**src/rtl/iowin_pkg.sv**
```systemverilog
package iowin_pkg;
  localparam int unsigned WORD_W    = 32;
  localparam int unsigned IO_W      = 16;
  localparam int unsigned BASE_LO   = 2;
  localparam int unsigned BASE_HI   = 15;
  localparam int unsigned BASE_W    = BASE_HI - BASE_LO + 1;
  localparam int unsigned MASK_LO   = 18;
  localparam int unsigned MASK_W    = 6;
  localparam int unsigned EN_BIT    = 0;
  localparam logic [WORD_W-1:0] KEEP_MASK = 32'h00FC_FFFD;

  typedef struct packed {
    logic              en;
    logic [BASE_W-1:0] base;
    logic [MASK_W-1:0] dc;
  } win_cfg_t;

  function automatic win_cfg_t unpack_word(input logic [WORD_W-1:0] w);
    win_cfg_t c;
    c.en   = w[EN_BIT];
    c.base = w[BASE_HI:BASE_LO];
    c.dc   = w[MASK_LO+MASK_W-1:MASK_LO];
    return c;
  endfunction
endpackage

```
**src/rtl/iowin_reg.sv**
```systemverilog
module iowin_reg
  import iowin_pkg::*;
(
  input  logic              clk,
  input  logic              rst_n,
  input  logic              wr_en,
  input  logic [WORD_W-1:0] wdata,
  output logic [WORD_W-1:0] q
);
  logic [WORD_W-1:0] q_r;
  logic [WORD_W-1:0] q_d;

  always_comb begin
    q_d = q_r;
    if (wr_en) q_d = wdata & KEEP_MASK;
  end

  always_ff @(posedge clk or negedge rst_n) begin
    if (!rst_n) q_r <= '0;
    else        q_r <= q_d;
  end

  assign q = q_r;
endmodule

```
**src/rtl/iowin_match.sv**
```systemverilog
module iowin_match
  import iowin_pkg::*;
(
  input  logic [WORD_W-1:0] cfg_word,
  input  logic [WORD_W-1:0] addr,
  input  logic              valid,
  output logic              hit
);
  win_cfg_t          c;
  logic [BASE_W-1:0] care;
  logic [BASE_W-1:0] diff;
  logic              upper_zero;

  always_comb begin
    c          = unpack_word(cfg_word);
    care       = ~{{(BASE_W-MASK_W){1'b0}}, c.dc};
    diff       = (addr[BASE_HI:BASE_LO] ^ c.base) & care;
    upper_zero = (addr[WORD_W-1:IO_W] == '0);
    hit        = valid && c.en && upper_zero && (diff == '0);
  end
endmodule

```
**src/rtl/io_window_decoder.sv**
```systemverilog
module io_window_decoder
  import iowin_pkg::*;
#(
  parameter int unsigned NUM_WIN = 2,
  localparam int unsigned SEL_W  = (NUM_WIN > 1) ? $clog2(NUM_WIN) : 1
) (
  input  logic               clk,
  input  logic               rst_n,
  input  logic               cfg_we,
  input  logic [SEL_W-1:0]   cfg_sel,
  input  logic [WORD_W-1:0]  cfg_wdata,
  output logic [WORD_W-1:0]  cfg_rdata,
  input  logic [WORD_W-1:0]  io_addr,
  input  logic               io_valid,
  output logic [NUM_WIN-1:0] win_hit,
  output logic               any_hit
);
  logic [1:0] rst_pipe;
  logic       rst_int_n;

  always_ff @(posedge clk or negedge rst_n) begin
    if (!rst_n) rst_pipe <= 2'b00;
    else        rst_pipe <= {rst_pipe[0], 1'b1};
  end
  assign rst_int_n = rst_pipe[1];

  logic [WORD_W-1:0] words [NUM_WIN];

  for (genvar i = 0; i < NUM_WIN; i++) begin : g_win
    logic wr_i;
    assign wr_i = cfg_we && (cfg_sel == SEL_W'(i));

    iowin_reg u_reg (
      .clk   (clk),
      .rst_n (rst_int_n),
      .wr_en (wr_i),
      .wdata (cfg_wdata),
      .q     (words[i])
    );

    iowin_match u_match (
      .cfg_word (words[i]),
      .addr     (io_addr),
      .valid    (io_valid),
      .hit      (win_hit[i])
    );
  end

  always_comb begin
    cfg_rdata = '0;
    for (int i = 0; i < NUM_WIN; i++) begin
      if (cfg_sel == SEL_W'(i)) cfg_rdata = words[i];
    end
  end

  assign any_hit = |win_hit;
endmodule

```
**config.mk**
```make
export PLATFORM = sky130hd
export DESIGN_NAME = io_window_decoder
export DESIGN_NICKNAME = d
export VERILOG_FILES = /design/src/rtl/iowin_pkg.sv /design/src/rtl/iowin_reg.sv /design/src/rtl/iowin_match.sv /design/src/rtl/io_window_decoder.sv
export SDC_FILE = /design/constraint.sdc
export NUM_CORES = 1
export LEC_CHECK = 0
export CORE_UTILIZATION = 44
export CTS_BUF_LIST = sky130_fd_sc_hd__clkbuf_8
export DETAILED_ROUTE_END_ITERATION = 7
export GPL_TIMING_DRIVEN = 1
export PLACE_DENSITY = 0.83
export SETUP_SLACK_MARGIN = 0.05
export SYNTH_ARGS = -nofsm -noshare
export SYNTH_HDL_FRONTEND = slang
export SYNTH_SLANG_ARGS = --single-unit
```
**constraint.sdc**
```tcl
create_clock -name clk -period 1.6 [get_ports clk]
set_clock_uncertainty 0.05 [all_clocks]
set_input_delay 0.24 -clock clk [delete_from_list [all_inputs] [get_ports clk]]
set_output_delay 0.24 -clock clk [all_outputs]
set_load 0.01 [all_outputs]
```
==> impl_metrics.ini <==
[outcome]
status = finished with violations
violations = negative setup slack

[detailed_routing]
wl_met3_um = 240
dr.pass1.iters = 4
wl_per_cell_um = 17.3
wl_met2_um = 3330
drtIter0Drc = 46
drc_errors = 0
wl_met1_um = 2660
dr_total_vias = 1808
final_antenna_net_count = 0
highest_layer = met4
vias_per_cell = 4.90
totalWireLength_um = 6400

[place]
gp_congestion = 0.747
io_buffer_count = 79
place_inst = 352
dp_slack_ns = -1.17
place_hpwl_um = 4110

[critical_path]
path_cells = xnor2_1 > nand3_2 > nor4_4 > o211ai_1 > buf_4 > a21oi_2 > buf_2
r2r_slack_ns = 0.48
crit_end = any_hit
r2r-start = g_win[1].u_reg.q[15]
crit_arrival_ns = 2.00
reg2reg_to = g_win[1].u_reg.q[15]
rr_worst_depth = 3
path_class = flip-flop to output pin
start_kind = flip-flop
worst_ep_required_time_ns = 1.31
worst-path-max-fanout = 2
crit_path_start = g_win[1].u_reg.q[10]
slowest_stage = dfrtp_1
end_kind = output pin
max_stage_delay_ns = 0.42

[global_route]
overflow = 0
grt_pass1_vias = 1924
grt_max_degree = 33
grtUsageTotal_pct = 23.0
antenna_found_initial = 0
grt_pass1_wl_um = 9450

[floorplanning]
die_w_um = 75.5
rows = 26
io_pins = 104
chipHeight_um = 75.5
dieArea_sq_mm = 0.00569
core-area_sq_mm = 0.00514
start_util_pct = 46.2

[finish]
nets = 367
layout_commonest_cell = mux2_1
final_cell_mix = 48 x mux2_1, 45 x clkdlybuf4s50_1, 44 x dfrtp_1
area_delta_synth_final_pct = 59.8
drive_above_1_share_pct = 35.5
fin_cells = 369
n_antenna_cell = 0

[sta]
setup_viol = 5
fin_crit_ns = 2.29
timing.hold.ws_ns = 0.0436
drv_slew = 0
tightestPinTransition_ns = 0.521
timing.final.crit_share_pct = 143
fin_ws_ns = -0.691
rsz0062_at_grt = true
final_hold_viol_count = 0
relSlewSlack_pct = 65.3
clock.fmax_ghz = 0.436

[clock_network]
clock-root-buffer = clkbuf_8
cts_tree = done
htree_levels = 2
clockBufferDepth = 2
cts_buffers = 5
cts.sinks = 44
cts.hold.buffers_added = 0
clk_pin_slew_ns = 0.09
insertion_delay_ns = 0.30

[synth]
ys_seq_area_share_pct = 46.4
synth_cells = 181
synth-seq-cells = 44
syn_area_sq_mm = 0.00237
syn_avg_cell_area_sq_um = 13.1
yosys_warnings = 0
synth_top_area_share_pct = 46.4
synth_cell_types = 22
synth.largest_area_cell = dfrtp_1
synthTopCellsByArea = dfrtp_1 46%, mux2_1 29%, xnor2_1 10%, buf_4 4.1%, buf_2 1.3%

[job]
drv_cap = 0

[power_and_ir_drop]
p_per_area_mw_per_mm2 = 891
vdd_drop_max_v = 0.000738
p_total_mw = 3.38
power.leakage_nw = 1.69

[min_path]
hold_path_class = input pin to asynchronous set/reset pin
[stage by stage]
step,TNS (ns),utilization [%],instance area (sq um)
finish,-1.93,73.8,3790
global route,-2.34,73.8,3790
CTS,-1.79,70.3,3610
detailed placement,-20.46,67.1,3450
global placement,-18.39,67.1,3450
floorplan,0,-,2410
[state kept, by name, summed over array words and instances, names as in the netlist]
| name | flops |
|---|---|
| rst_pipe | 2 |
| g_win.u_reg.q | 42 |
[logic make-up (layout without fill, tap and decap cells)]
group,after synthesis,after routing,share of synthesized area [%]
AO/OA/AOI/OAI,9,9,2.90
XOR/XNOR,28,28,10.3
buffers and inverters,19,127,5.37
flip-flops,44,44,46.4
multiplexers,63,63,29.9
other,2,12,0.316
AND/OR/NAND/NOR,16,16,4.85
[final cells by class]
cell class	instances	area, sq um
clock buffers	6	82.6
clock inverters	2	15.0
fillers	355	1350
multi-input cells	128	1340
flip-flops and latches	44	1100
well taps	70	87.6
repair buffers	119	1170
[where the power goes]
| part | switching, mW | leakage [nW] | total [mW] | internal (mW) |
|---|---|---|---|---|
| sequential | 0.150 | 0.516 | 1.42 | 1.27 |
| combinational | 0.444 | 1.13 | 1.21 | 0.770 |
| clock | 0.395 | 0.0434 | 0.745 | 0.350 |
| total | 0.989 | 1.69 | 3.38 | 2.39 |
[critical path, delay by kind of cell, from the launching register on]
family / cells / cell delay, ns
AND/OR/NAND/NOR: 2 / 0.47
XOR/XNOR: 1 / 0.23
buffers and inverters: 2 / 0.32
AO/OA/AOI/OAI: 2 / 0.27
flip-flops: 1 / 0.42
[synthesized netlist by cell type]
library cell,count
buf_4,13
xnor2_1,28
nor2b_1,1
mux2_1,62
nor4_1,2
nand3_1,2
mux2_2,1
nand4_1,2
nand2_1,1
buf_2,6
o22a_1,2
nor3_2,1
a21oi_2,1
o22ai_1,2
dfrtp_1,44
o211ai_1,4
nand4_2,1
nor4_2,2
nor3_1,1
nor2_1,2
or4b_1,1
conb_1,2
[worst min-delay path by stage]
stage / depth (start not counted) / slack (ns) / endpoint / start
6_report: 1 / 0.04 / rst_pipe[0] / rst_n
3_3_place_gp: 0 / 0.16 / g_win[1].u_reg.q[9] / rst_pipe[1]
5_1_grt: 1 / 0.04 / rst_pipe[0] / rst_n
3_5_place_dp: 0 / 0.16 / g_win[0].u_reg.q[11] / rst_pipe[1]
2_1_floorplan: 0 / -0.11 / rst_pipe[0] / rst_n
4_1_cts: 1 / 0.04 / rst_pipe[0] / rst_n
[timing repair]
item,in CTS,in global routing
buffers inserted,9,6
cloned,1,0
resized for setup,119,44
endpoints found under the setup margin,24,21
pin swaps,9,9
[metal layers]
metal,GRT usage [%],up-vias
met2,39.6,61
li1,-,845
met1,29.5,891
met3,3.84,11
met4,8.02,0
met5,0,-
Note: power is estimated with default switching activity, not from simulation.
